<file path="config.mk">
export PLATFORM = sky130hd
export DESIGN_NAME = vid_cpu_regs
export DESIGN_NICKNAME = d
export VERILOG_FILES = /design/src/rtl/vreg_pkg.sv /design/src/rtl/vreg_decode.sv /design/src/rtl/vreg_phase_fsm.sv /design/src/rtl/vreg_vram_ptr.sv /design/src/rtl/vreg_vblank.sv /design/src/rtl/vid_cpu_regs.sv
export SDC_FILE = /design/constraint.sdc
export NUM_CORES = 1
export LEC_CHECK = 0
export CAP_MARGIN = 15
export CORE_ASPECT_RATIO = 1.25
export CORE_UTILIZATION = 64
export DETAILED_ROUTE_END_ITERATION = 7
export DONT_BUFFER_PORTS = 1
export PLACE_DENSITY = 0.8
export SLEW_MARGIN = 20
export SYNTH_ARGS = -nofsm -noshare
export SYNTH_HDL_FRONTEND = slang
export SYNTH_SLANG_ARGS = --single-unit
</file>
<file path="constraint.sdc">
create_clock -name clk -period 2.1 [get_ports clk]
set_input_delay 0.21 -clock clk [delete_from_list [all_inputs] [get_ports clk]]
set_output_delay 0.21 -clock clk [all_outputs]
set_load 0.1 [all_outputs]
</file>
<file path="src/rtl/vreg_pkg.sv">
package vreg_pkg;

    typedef enum logic [2:0] {
        REG_CTRL   = 3'd0,
        REG_MASK   = 3'd1,
        REG_STAT   = 3'd2,
        REG_SADDR  = 3'd3,
        REG_SDATA  = 3'd4,
        REG_SCROLL = 3'd5,
        REG_VADDR  = 3'd6,
        REG_VDATA  = 3'd7
    } reg_idx_e;

    typedef enum logic {
        PH_FIRST  = 1'b0,
        PH_SECOND = 1'b1
    } phase_e;

    typedef struct packed {
        logic       irq_en;
        logic       spr_tall;
        logic       bg_hi;
        logic       spr_hi;
        logic       step32;
        logic [1:0] nt_sel;
    } ctrl_t;

endpackage

</file>
<file path="src/rtl/vreg_decode.sv">
module vreg_decode #(
    parameter int ADDR_W  = 16,
    parameter int SEL_W   = 3,
    parameter int WIN_LSB = 13,
    parameter int WIN_TAG = 1
) (
    input  logic [ADDR_W-1:0]       addr,
    input  logic                    rd,
    input  logic                    wr,
    output logic                    hit,
    output logic [(1<<SEL_W)-1:0]   rd_sel,
    output logic [(1<<SEL_W)-1:0]   wr_sel
);
    localparam int NREG  = 1 << SEL_W;
    localparam int TAG_W = ADDR_W - WIN_LSB;

    assign hit = (addr[ADDR_W-1:WIN_LSB] == TAG_W'(WIN_TAG));

    for (genvar i = 0; i < NREG; i++) begin : g_sel
        assign rd_sel[i] = rd && hit && (addr[SEL_W-1:0] == SEL_W'(i));
        assign wr_sel[i] = wr && hit && (addr[SEL_W-1:0] == SEL_W'(i));
    end
endmodule

</file>
<file path="src/rtl/vreg_phase_fsm.sv">
module vreg_phase_fsm
    import vreg_pkg::*;
(
    input  logic clk,
    input  logic rst_n,
    input  logic adv,
    input  logic clear,
    output logic is_first
);
    phase_e state_q, state_d;

    always_comb begin
        state_d = state_q;
        if (clear) begin
            state_d = PH_FIRST;
        end else if (adv) begin
            unique case (state_q)
                PH_FIRST:  state_d = PH_SECOND;
                PH_SECOND: state_d = PH_FIRST;
            endcase
        end
    end

    always_ff @(posedge clk or negedge rst_n) begin
        if (!rst_n) state_q <= PH_FIRST;
        else        state_q <= state_d;
    end

    always_comb begin
        is_first = (state_q == PH_FIRST);
    end

    assert_status_clears_phase_R7: assert property (
        @(posedge clk) disable iff (!rst_n)
        clear |=> (state_q == PH_FIRST));

    assert_write_flips_phase_R7: assert property (
        @(posedge clk) disable iff (!rst_n)
        (adv && !clear) |=> (state_q != $past(state_q)));
endmodule

</file>
<file path="src/rtl/vreg_vram_ptr.sv">
module vreg_vram_ptr #(
    parameter int PTR_W  = 14,
    parameter int DATA_W = 8,
    parameter int ROW_W  = 32
) (
    input  logic              clk,
    input  logic              rst_n,
    input  logic              ld_hi,
    input  logic              ld_lo,
    input  logic [DATA_W-1:0] wdata,
    input  logic              bump,
    input  logic              step32,
    output logic [PTR_W-1:0]  ptr
);
    localparam int HI_W = PTR_W - DATA_W;
    localparam logic [PTR_W-1:0] STEP_ACROSS = PTR_W'(1);
    localparam logic [PTR_W-1:0] STEP_DOWN   = PTR_W'(ROW_W);

    logic [HI_W-1:0]  hi_q;
    logic [PTR_W-1:0] ptr_q;
    logic [PTR_W-1:0] step;

    assign step = step32 ? STEP_DOWN : STEP_ACROSS;

    always_ff @(posedge clk or negedge rst_n) begin
        if (!rst_n) begin
            hi_q <= '0;
        end else if (ld_hi) begin
            hi_q <= wdata[HI_W-1:0];
        end
    end

    always_ff @(posedge clk or negedge rst_n) begin
        if (!rst_n) begin
            ptr_q <= '0;
        end else if (ld_lo) begin
            ptr_q <= {hi_q, wdata};
        end else if (bump) begin
            ptr_q <= ptr_q + step;
        end
    end

    assign ptr = ptr_q;

    assert_ptr_step_R8: assert property (
        @(posedge clk) disable iff (!rst_n)
        (bump && !ld_lo) |=> ((ptr_q - $past(ptr_q)) ==
                              ($past(step32) ? PTR_W'(ROW_W) : PTR_W'(1))));

    assert_ptr_commit_R7: assert property (
        @(posedge clk) disable iff (!rst_n)
        ld_lo |=> (ptr_q[DATA_W-1:0] == $past(wdata)));
endmodule

</file>
<file path="src/rtl/vreg_vblank.sv">
module vreg_vblank (
    input  logic clk,
    input  logic rst_n,
    input  logic set_pulse,
    input  logic end_pulse,
    input  logic stat_rd,
    input  logic irq_en,
    output logic flag,
    output logic irq_n
);
    logic flag_q;

    always_ff @(posedge clk or negedge rst_n) begin
        if (!rst_n)                    flag_q <= 1'b0;
        else if (set_pulse)            flag_q <= 1'b1;
        else if (end_pulse || stat_rd) flag_q <= 1'b0;
    end

    assign flag  = flag_q;
    assign irq_n = !(flag_q && irq_en);

    assert_set_wins_R4: assert property (
        @(posedge clk) disable iff (!rst_n)
        set_pulse |=> flag_q);

    assert_read_clears_R4: assert property (
        @(posedge clk) disable iff (!rst_n)
        (stat_rd && !set_pulse) |=> !flag_q);
endmodule

</file>
<file path="src/rtl/vid_cpu_regs.sv">
module vid_cpu_regs
    import vreg_pkg::*;
#(
    parameter int ADDR_W  = 16,
    parameter int DATA_W  = 8,
    parameter int PTR_W   = 14,
    parameter int OAM_W   = 8,
    parameter int SEL_W   = 3,
    parameter int ROW_W   = 32
) (
    input  logic              clk,
    input  logic              rst_n,
    input  logic [ADDR_W-1:0] cpu_addr,
    input  logic [DATA_W-1:0] cpu_wdata,
    input  logic              cpu_rd,
    input  logic              cpu_wr,
    output logic [DATA_W-1:0] cpu_rdata,
    input  logic              vblank_start,
    input  logic              vblank_end,
    input  logic              spr0_hit,
    input  logic              spr_ovf,
    output logic              irq_n,
    output logic [PTR_W-1:0]  nt_base,
    output logic [PTR_W-1:0]  bg_pat_base,
    output logic [PTR_W-1:0]  spr_pat_base,
    output logic              spr_tall,
    output logic [DATA_W-1:0] mask_out,
    output logic [DATA_W-1:0] scroll_x,
    output logic [DATA_W-1:0] scroll_y,
    output logic [PTR_W-1:0]  vram_addr,
    output logic [DATA_W-1:0] vram_wdata,
    output logic              vram_we,
    output logic              vram_re,
    input  logic [DATA_W-1:0] vram_rdata,
    output logic [OAM_W-1:0]  oam_addr,
    output logic [DATA_W-1:0] oam_wdata,
    output logic              oam_we,
    input  logic [DATA_W-1:0] oam_rdata
);
    localparam int NREG     = 1 << SEL_W;
    localparam int NT_SHIFT = 10;
    localparam logic [PTR_W-1:0] NT_ORIGIN = PTR_W'(14'h2000);
    localparam logic [PTR_W-1:0] PAT_HIGH  = PTR_W'(14'h1000);
    localparam int STAT_PAD = DATA_W - 3;

    logic [NREG-1:0]   rd_sel, wr_sel;
    logic              in_win;
    ctrl_t             ctrl_q;
    logic [DATA_W-1:0] mask_q, sx_q, sy_q;
    logic [OAM_W-1:0]  oam_q;
    logic              ph_first;
    logic              vbl_flag;
    logic [PTR_W-1:0]  ptr;

    vreg_decode #(
        .ADDR_W (ADDR_W),
        .SEL_W  (SEL_W),
        .WIN_LSB(13),
        .WIN_TAG(1)
    ) u_dec (
        .addr  (cpu_addr),
        .rd    (cpu_rd),
        .wr    (cpu_wr),
        .hit   (in_win),
        .rd_sel(rd_sel),
        .wr_sel(wr_sel)
    );

    vreg_phase_fsm u_phase (
        .clk     (clk),
        .rst_n   (rst_n),
        .adv     (wr_sel[REG_SCROLL] || wr_sel[REG_VADDR]),
        .clear   (rd_sel[REG_STAT]),
        .is_first(ph_first)
    );

    vreg_vram_ptr #(
        .PTR_W (PTR_W),
        .DATA_W(DATA_W),
        .ROW_W (ROW_W)
    ) u_ptr (
        .clk   (clk),
        .rst_n (rst_n),
        .ld_hi (wr_sel[REG_VADDR] && ph_first),
        .ld_lo (wr_sel[REG_VADDR] && !ph_first),
        .wdata (cpu_wdata),
        .bump  (wr_sel[REG_VDATA] || rd_sel[REG_VDATA]),
        .step32(ctrl_q.step32),
        .ptr   (ptr)
    );

    vreg_vblank u_vbl (
        .clk      (clk),
        .rst_n    (rst_n),
        .set_pulse(vblank_start),
        .end_pulse(vblank_end),
        .stat_rd  (rd_sel[REG_STAT]),
        .irq_en   (ctrl_q.irq_en),
        .flag     (vbl_flag),
        .irq_n    (irq_n)
    );

    // Control: bit 6 is not stored, it has no function.
    always_ff @(posedge clk or negedge rst_n) begin
        if (!rst_n) begin
            ctrl_q <= '0;
        end else if (wr_sel[REG_CTRL]) begin
            ctrl_q.irq_en   <= cpu_wdata[7];
            ctrl_q.spr_tall <= cpu_wdata[5];
            ctrl_q.bg_hi    <= cpu_wdata[4];
            ctrl_q.spr_hi   <= cpu_wdata[3];
            ctrl_q.step32   <= cpu_wdata[2];
            ctrl_q.nt_sel   <= cpu_wdata[1:0];
        end
    end

    always_ff @(posedge clk or negedge rst_n) begin
        if (!rst_n)                mask_q <= '0;
        else if (wr_sel[REG_MASK]) mask_q <= cpu_wdata;
    end

    always_ff @(posedge clk or negedge rst_n) begin
        if (!rst_n) begin
            sx_q <= '0;
            sy_q <= '0;
        end else if (wr_sel[REG_SCROLL]) begin
            if (ph_first) sx_q <= cpu_wdata;
            else          sy_q <= cpu_wdata;
        end
    end

    always_ff @(posedge clk or negedge rst_n) begin
        if (!rst_n)                 oam_q <= '0;
        else if (wr_sel[REG_SADDR]) oam_q <= cpu_wdata[OAM_W-1:0];
        else if (wr_sel[REG_SDATA]) oam_q <= oam_q + OAM_W'(1);
    end

    always_comb begin
        cpu_rdata = '0;
        if (cpu_rd && in_win) begin
            unique case (reg_idx_e'(cpu_addr[SEL_W-1:0]))
                REG_STAT:  cpu_rdata = {vbl_flag, spr0_hit, spr_ovf, {STAT_PAD{1'b0}}};
                REG_SDATA: cpu_rdata = oam_rdata;
                REG_VDATA: cpu_rdata = vram_rdata;
                default:   cpu_rdata = '0;
            endcase
        end
    end

    assign nt_base      = NT_ORIGIN + (PTR_W'(ctrl_q.nt_sel) << NT_SHIFT);
    assign bg_pat_base  = ctrl_q.bg_hi  ? PAT_HIGH : '0;
    assign spr_pat_base = ctrl_q.spr_hi ? PAT_HIGH : '0;
    assign spr_tall     = ctrl_q.spr_tall;
    assign mask_out     = mask_q;
    assign scroll_x     = sx_q;
    assign scroll_y     = sy_q;
    assign vram_addr    = ptr;
    assign vram_wdata   = cpu_wdata;
    assign vram_we      = wr_sel[REG_VDATA];
    assign vram_re      = rd_sel[REG_VDATA];
    assign oam_addr     = oam_q;
    assign oam_wdata    = cpu_wdata;
    assign oam_we       = wr_sel[REG_SDATA];

    assert_outside_ignored_R1: assert property (
        @(posedge clk) disable iff (!rst_n)
        (cpu_wr && !in_win) |=> ($stable(ctrl_q) && $stable(mask_q) && $stable(ptr)));

    assert_enable_in_blank_R5: assert property (
        @(posedge clk) disable iff (!rst_n)
        (wr_sel[REG_CTRL] && cpu_wdata[7] && vbl_flag && !vblank_end && !rd_sel[REG_STAT])
        |=> !irq_n);

    assert_oam_increment_R9: assert property (
        @(posedge clk) disable iff (!rst_n)
        oam_we |=> (oam_addr == $past(oam_addr) + OAM_W'(1)));
endmodule

</file>
==> results of run 1 <==
cell usage after synthesis, drive strengths merged:
master  count
buf        62
dfrtp      61
mux2       36
nand2      25
nor2       25
a22oi      11
and3       10
nand3      10
o21ai       9
a21oi       8
xor2        7
inv         6
nor3        6
clkbuf      5
nor3b       5
ha          4
nand4       4
a221o       3
a22o        3
and2        3
and4        3
o311ai      3
a211oi      2
a31o        2
a31oi       2
and4bb      2
conb        2
nand2b      2
nor2b       2
o21a        2
o21bai      2
o221a       2
a32oi       1
a41o        1
nand3b      1
nor4        1
o22a        1
or2         1
kinds of logic after synthesis:
group / after synthesis / synth area share [%]
AOI/OAI and AO/OA: 52 / 10.7
xor gates and xnor gates: 7 / 1.75
adders and majority gates: 4 / 1.43
buffers and inverters: 73 / 14.4
DFF: 61 / 43.6
muxes: 36 / 11.6
other: 2 / 0.214
and+or+nand+nor: 100 / 16.4
layer usage:
metal	vias up	routed length, um
li1	1193	-
met1	1294	2940
met2	124	4180
met3	14	613
met4	0	163
met5	-	0
area by class of cell:
type,count,share of cell area [%]
sequential,61,38.1
multi-input combinational,237,40.6
clock inverter,4,1.18
tap,62,1.93
inverter,6,0.561
clock buffer,11,3.77
timing repair buffer,70,13.8
report_power, final:
group | internal (mW) | switching, mW
combinational | 0.300 | 1.40
sequential | 1.31 | 0.0795
clock | 0.602 | 0.454
total | 2.21 | 1.93
per-stage QoR:
step | cells | power (mW) | setup slack [ps] | cell area [sq um] | hold WS [ps]
2_1_floorplan | 371 | 3.01 | 6.77 | 3670 | -85.6
3_3_place_gp | 431 | 3.04 | 208 | 3750 | -84.1
3_5_place_dp | 431 | 3.07 | 125 | 3750 | -84.1
4_1_cts | 450 | 4.15 | 413 | 4010 | 10.2
5_1_grt | 451 | 4.30 | 301 | 4020 | 2.65
6_report | 451 | 4.15 | 373 | 4020 | 10.1
sequential cells by signal, indices dropped and copies added, names as in the netlist:
register,flops
u_phase.state_q,1
spr_tall,1
u_vbl.flag,1
u_ptr.hi_q,6
scroll_y,8
scroll_x,8
u_ptr.ptr,14
ctrl_q,6
mask_out,8
oam_addr,8
path summary, 6_finish.rpt:
kind                                           start                         to  slack (ps)  cells after the start
max                            ctrl_q[2]$_DFFE_PN0P_  u_ptr.ptr[10]$_DFFE_PN0P_         370                      7
min                                     cpu_wdata[1]    oam_addr[1]$_DFFE_PN0P_          10                      2
max reg2reg                    ctrl_q[2]$_DFFE_PN0P_  u_ptr.ptr[10]$_DFFE_PN0P_         370                      7
min reg2reg                u_ptr.hi_q[5]$_DFFE_PN0P_  u_ptr.ptr[13]$_DFFE_PN0P_         480                      2
max in group asynchronous                      rst_n    oam_addr[1]$_DFFE_PN0P_        1390                      2
min in group asynchronous                      rst_n      ctrl_q[2]$_DFFE_PN0P_         460                      2
critical path: cells and delay by family (launching register included):
kind            cells  cell delay [ps]
compound gates      2              400
xor+xnor            1              180
fa+ha+maj           2              460
buf+inv             1              100
flops               1              400
simple gates        1              130
==> summary.json, run 1 <==
{
  "critical_path_peak_fanout": 6,
  "power_per_cell_area_nw_per_um2": 1030,
  "routabilityCongestion": 0.781,
  "max_slew_margin_pct": 66.2,
  "drt.antenna.violating_nets": 0,
  "synth_area_sq_um": 3500,
  "floorplan.io_pins": 165,
  "synth_seq_cells": 61,
  "crit_arrival_ps": 1990,
  "vias": 2625,
  "ys_types": 46,
  "clk_pin_slew_worst_paths_ps": 70,
  "drive_above_1_share_pct": 36.8,
  "seq_area_frac_synth_pct": 43.6,
  "report.final.slew_viol_count": 0,
  "nFillCells": 347,
  "clk_root_buffer_cell": "sky130_fd_sc_hd__clkbuf_8",
  "mostFrequentLayoutCell": "sky130_fd_sc_hd__buf_4",
  "cts_buffers": 9,
  "routed_via_count_divided_by_cell_count": 5.82,
  "cts_tree": "built",
  "final_min_period_over_clock_period_pct": 82.2,
  "grt_overflow_total": 0,
  "synth_top_area_share_pct": 43.6,
  "first_iter_violations": 279,
  "floorplan.initialDensity_pct": 67.5,
  "core_area_sq_um": 5190,
  "grt_setup_unrepaired": "no",
  "grt_util_met1_pct": 35.5,
  "total_leakage_power_nw": 1.99,
  "cpPeakStageDelay_ps": 400,
  "nets_finish": 437,
  "worst_ep_required_time_ps": 2370,
  "postCtsSetupBuffers": 0,
  "post_synth.cell_area_avg_sq_um": 10.5,
  "yosysWarningCount": 0,
  "finalHoldViolCount": 0,
  "grt_start_max_net_pins": 62,
  "worst_ir_drop_vdd_v": 0.000943,
  "cts-resized-gates": 0,
  "route.detailed.wl_per_inst_um": 17.5,
  "grt_first_pass_wirelength_mm": 12.5,
  "die_h_um": 84.7,
  "via_count_of_the_first_global_routing_pass": 2612,
  "multi_input_combinational_cell_area_sq_um": 1630,
  "cts_buffer_depth": 2,
  "postCtsHoldBufs": 4,
  "fraction_of_met3_tracks_used_by_global_routing_pct": 10.7,
  "final.setup.tns_ps": 0,
  "clk_latency_ps": 340,
  "layout_min_cycle_time_ps": 1730,
  "setup.worst_path.start_class": "flop",
  "max_slew.worst_pin.slew_ps": 507,
  "gr-usage-met2_pct": 47.6,
  "mostFrequentLayoutCells": "65 x sky130_fd_sc_hd__buf_4, 58 x sky130_fd_sc_hd__dfrtp_1, 38 x sky130_fd_sc_hd__conb_1",
  "wl_mm": 7.89,
  "place.port_buffers": 0,
  "final-seq-area_sq_um": 1530,
  "max_freq_mhz": 579,
  "synth_cells": 335,
  "dieArea_sq_um": 5780,
  "deepest_level_of_the_cts_h_tree": 3,
  "remaining_drc_errors": 0,
  "outcome": "finished, final reports clean",
  "num_rows": 29,
  "antenna_cells_inserted": 0,
  "finalCoreUtilization_pct": 77.4,
  "finalSetupViolations": 0,
  "worst-setup-path-type": "flop to flop",
  "grt_antenna_before_repair": 0,
  "netlist_top_cells_area": "sky130_fd_sc_hd__dfrtp_1 44%, sky130_fd_sc_hd__buf_4 13%, sky130_fd_sc_hd__mux2_2 12%",
  "netlist.top_cell.by_area": "sky130_fd_sc_hd__dfrtp_1",
  "endpoint_kind": "flop",
  "critical-path-top-cell-by-count": "sky130_fd_sc_hd__ha_1",
  "chipWidth_um": 68.2,
  "firstDrtPassIters": 4,
  "type_of_the_most_critical_hold_path": "primary input to flop",
  "overall_routing_resource_usage_pct": 29.7,
  "most_utilized_layer_in_the_global_route_result": "met2",
  "flow.area_growth_from_synthesis_pct": 14.6,
  "worst_path_max_delay_cell": "sky130_fd_sc_hd__dfrtp_1",
  "crit_path_cell_trace": "inv_1 -> ha_1 -> ha_1 -> a31o_2 -> nand4_1 -> xor2_1 -> a21oi_1",
  "post-dp-hpwl_mm": 5.43,
  "skew_ps": 2.33,
  "numClockSinks": 61,
  "drv.max_cap_violation_count": 0
}
Note: power is estimated with default switching activity, not from simulation.
==> run 2: changes to the inputs <==
--- a/config.mk
+++ b/config.mk
@@ -5,12 +5,13 @@
 export SDC_FILE = /design/constraint.sdc
 export NUM_CORES = 1
 export LEC_CHECK = 0
+export ABC_AREA = 1
 export CAP_MARGIN = 15
 export CORE_ASPECT_RATIO = 1.25
-export CORE_UTILIZATION = 64
+export CORE_UTILIZATION = 58
 export DETAILED_ROUTE_END_ITERATION = 7
 export DONT_BUFFER_PORTS = 1
-export PLACE_DENSITY = 0.8
+export PLACE_DENSITY = 0.76
 export SLEW_MARGIN = 20
 export SYNTH_ARGS = -nofsm -noshare
 export SYNTH_HDL_FRONTEND = slang
==> constraint.sdc (replaced) <==
create_clock -name clk -period 1.5 [get_ports clk]
set_input_delay 0.15 -clock clk [delete_from_list [all_inputs] [get_ports clk]]
set_output_delay 0.15 -clock clk [all_outputs]
set_load 0.1 [all_outputs]
==> run 2 against run 1 <==
  * The run now ends with negative hold slack, negative setup slack left
  * First-iteration DRC count is 22% lower
  * Clock-buffer cell count is 2 lower
  * Global-route usage is 3.0 points higher
  * Cell count is 42% higher
  * Wire length is 28% higher
  * Via count is 32% higher
  * Critical path depth is 2 higher
  * Synthesized cell count is 42% higher
  * Largest power group unchanged
==> summary.json, run 2 <==
{
  "yosys_most_used_dff": "sky130_fd_sc_hd__dfrtp_1",
  "grt_first_pass_wirelength_mm": 16.3,
  "cts_tree": "built",
  "synth_commonest_cells": "154 x sky130_fd_sc_hd__nand2_1, 61 x sky130_fd_sc_hd__dfrtp_1, 55 x sky130_fd_sc_hd__buf_4, 41 x sky130_fd_sc_hd__nand3_1, 34 x sky130_fd_sc_hd__inv_1",
  "via_count_of_the_first_global_routing_pass": 3428,
  "synth_seq_cells": 61,
  "routed_via_count_divided_by_cell_count": 5.41,
  "synth_async_reset_ratio_pct": 100,
  "finalHoldViolCount": 61,
  "nets_finish": 601,
  "report.final.slew_viol_count": 0,
  "final_min_period_over_clock_period_pct": 103,
  "max_freq_mhz": 647,
  "netlist_top_cells_area": "sky130_fd_sc_hd__dfrtp_1 41%, sky130_fd_sc_hd__nand2_1 16%, sky130_fd_sc_hd__buf_4 11%",
  "numClockSinks": 61,
  "remaining_drc_errors": 0,
  "mostFrequentLayoutCells": "146 x sky130_fd_sc_hd__nand2_1, 67 x sky130_fd_sc_hd__buf_4, 42 x sky130_fd_sc_hd__dfrtp_1",
  "fin_hold_ws_ps": -505,
  "synth-edff-count": 0,
  "ys_types": 35,
  "routabilityCongestion": 0.862,
  "synth_area_sq_um": 3680,
  "antenna_cells_inserted": 0,
  "instances_no_fill": 639,
  "core_area_sq_um": 6170,
  "wl_mm": 10.1,
  "grt_overflow_total": 0,
  "crit_arrival_ps": 1820,
  "mostFrequentLayoutCell": "sky130_fd_sc_hd__nand2_1",
  "die_h_um": 91.1,
  "route.detailed.wl_per_inst_um": 15.8,
  "drive_above_1_share_pct": 30.0,
  "timing.final.ws_setup_ps": -46.0,
  "deepest_level_of_the_cts_h_tree": 3,
  "clk_root_buffer_cell": "sky130_fd_sc_hd__clkbuf_8",
  "power_per_cell_area_nw_per_um2": 1460,
  "critical_path_peak_fanout": 3,
  "worst_ir_drop_vdd_v": 0.00148,
  "overall_routing_resource_usage_pct": 32.7,
  "total_leakage_power_nw": 2.35,
  "skew_ps": 5.05,
  "firstDrtPassIters": 5,
  "finalSetupViolations": 1,
  "synth_cells": 476,
  "grt_setup_unrepaired": "yes",
  "grt_antenna_before_repair": 0,
  "first_iter_violations": 218,
  "post_synth.cell_area_avg_sq_um": 7.73,
  "yosysWarningCount": 0,
  "seq_area_frac_synth_pct": 41.5,
  "place.port_buffers": 0,
  "cts_buffers": 9,
  "num_rows": 32,
  "failing_checks": "negative hold slack, negative setup slack",
  "floorplan.initialDensity_pct": 59.7,
  "drv.max_cap_violation_count": 0,
  "synth_top_area_share_pct": 41.5,
  "postCtsHoldBufs": 10,
  "finalCoreUtilization_pct": 78.6,
  "outcome": "finished, violations left",
  "floorplan.io_pins": 165,
  "post-dp-hpwl_mm": 6.91,
  "drt.antenna.violating_nets": 0,
  "clk_latency_ps": 340,
  "endpoint_kind": "flop",
  "clk_pin_slew_worst_paths_ps": 70,
  "dieArea_sq_um": 6670,
  "worst_ep_required_time_ps": 1770,
  "setup.worst_path.start_class": "flop",
  "flow.area_growth_from_synthesis_pct": 31.7,
  "post-synth-top-count-cell": "sky130_fd_sc_hd__nand2_1",
  "vias": 3456,
  "worst-setup-path-type": "flop to flop",
  "largest_reg_flops": 14,
  "grt_start_max_net_pins": 62,
  "layout_min_cycle_time_ps": 1550,
  "type_of_the_most_critical_hold_path": "primary input to async pin",
  "cts_buffer_depth": 2,
  "post-place-cells": 610,
  "netlist.top_cell.by_area": "sky130_fd_sc_hd__dfrtp_1",
  "chipWidth_um": 73.3
}
## run 2: cell types whose count changed in the layout (fill, tap and decap cells not counted), sizes merged, moves of 6 or more
cell	previous run	this run
buf	66	78
o21a	2	13
nand2	25	155
and3	10	0
dlygate4sd3	4	10
a22oi	11	0
inv	6	36
nand3	10	42
mux2	36	0
o21ai	9	29
## run 2: worst max-delay path, stage by stage (launching register included)
cell	delay [ps]
sky130_fd_sc_hd__dfrtp_4	490
sky130_fd_sc_hd__ha_4	310
sky130_fd_sc_hd__nand2_4	60
sky130_fd_sc_hd__nor2_4	140
sky130_fd_sc_hd__nand2_2	70
sky130_fd_sc_hd__nand2_2	90
sky130_fd_sc_hd__nand2_1	70
sky130_fd_sc_hd__nand3_1	70
sky130_fd_sc_hd__o21ai_1	60
sky130_fd_sc_hd__nor2_1	110
## run 2: worst paths after layout
check                      slack, ps  cells past startpoint                      from                        to
setup / recovery                 -50                      9  u_ptr.ptr[5]$_DFFE_PN0P_  u_ptr.ptr[7]$_DFFE_PN0P_
hold / removal                  -500                      0                     rst_n  u_ptr.ptr[9]$_DFFE_PN0P_
setup reg to reg                 -50                      9  u_ptr.ptr[5]$_DFFE_PN0P_  u_ptr.ptr[7]$_DFFE_PN0P_
hold reg to reg                  490                      2   mask_out[3]$_DFFE_PN0P_   mask_out[3]$_DFFE_PN0P_
max in group asynchronous       1900                      0                     rst_n   oam_addr[2]$_DFFE_PN0P_
min in group clk                   0                      2              cpu_wdata[7]  u_ptr.ptr[7]$_DFFE_PN0P_
## run 2: power breakdown
| part | internal, mW | switching (mW) |
|---|---|---|
| logic | 0.559 | 2.36 |
| clock network | 1.28 | 0.717 |
| registers | 1.90 | 0.237 |
## run 2: metal layers
metal  part of all wire, %  up-vias  track usage, %  wire length [um]
met4                   2.5        0            13.9               248
met2                    54      176            55.2              5450
met5                     0        -               0                 0
li1                      -     1592               -                 -
met1                    36     1659            38.0              3620
met3                   7.8       29            9.32               785
## run 2: area by class of cell
class	instances	area (sq um)
clock inverter	7	145
timing repair buffer	88	823
sequential	61	1560
tap	85	106
clock buffer	9	124
inverter	36	154
multi-input combinational	353	1940
fill	414	1320
## run 2: per-stage QoR
step                      TNS [ps]  worst slack, ps  hold WS, ps  cell area, sq um  total power [mW]
after floorplan              -3430             -368         -146              4070              4.75
after global placement           0             9.38         -143              4420              4.92
after detailed placement     -78.1            -38.5         -142              4420              4.99
after CTS                    -13.1            -13.1         -516              4800              7.00
after global routing          -794             -124         -520              4850              7.26
final                        -46.0            -46.0         -505              4850              7.06
## run 2: logic make-up after synthesis
logic type | count (synthesis) | synth area share, %
adder cells (fa/ha/maj) | 4 | 1.36
buffers and inverters | 98 | 16.1
AND/OR/NAND/NOR | 250 | 30.4
flip-flops | 61 | 41.5
XOR/XNOR | 7 | 1.67
AO/OA/AOI/OAI | 54 | 8.80
other | 2 | 0.204
## run 2: repair_timing
item | in CTS | in global routing
setup endpoints to repair | 7 | 13
pin swaps | 3 | 7
gates resized for setup | 4 | 10
buffers inserted | 0 | 3
hold endpoints to repair | 76 | 61
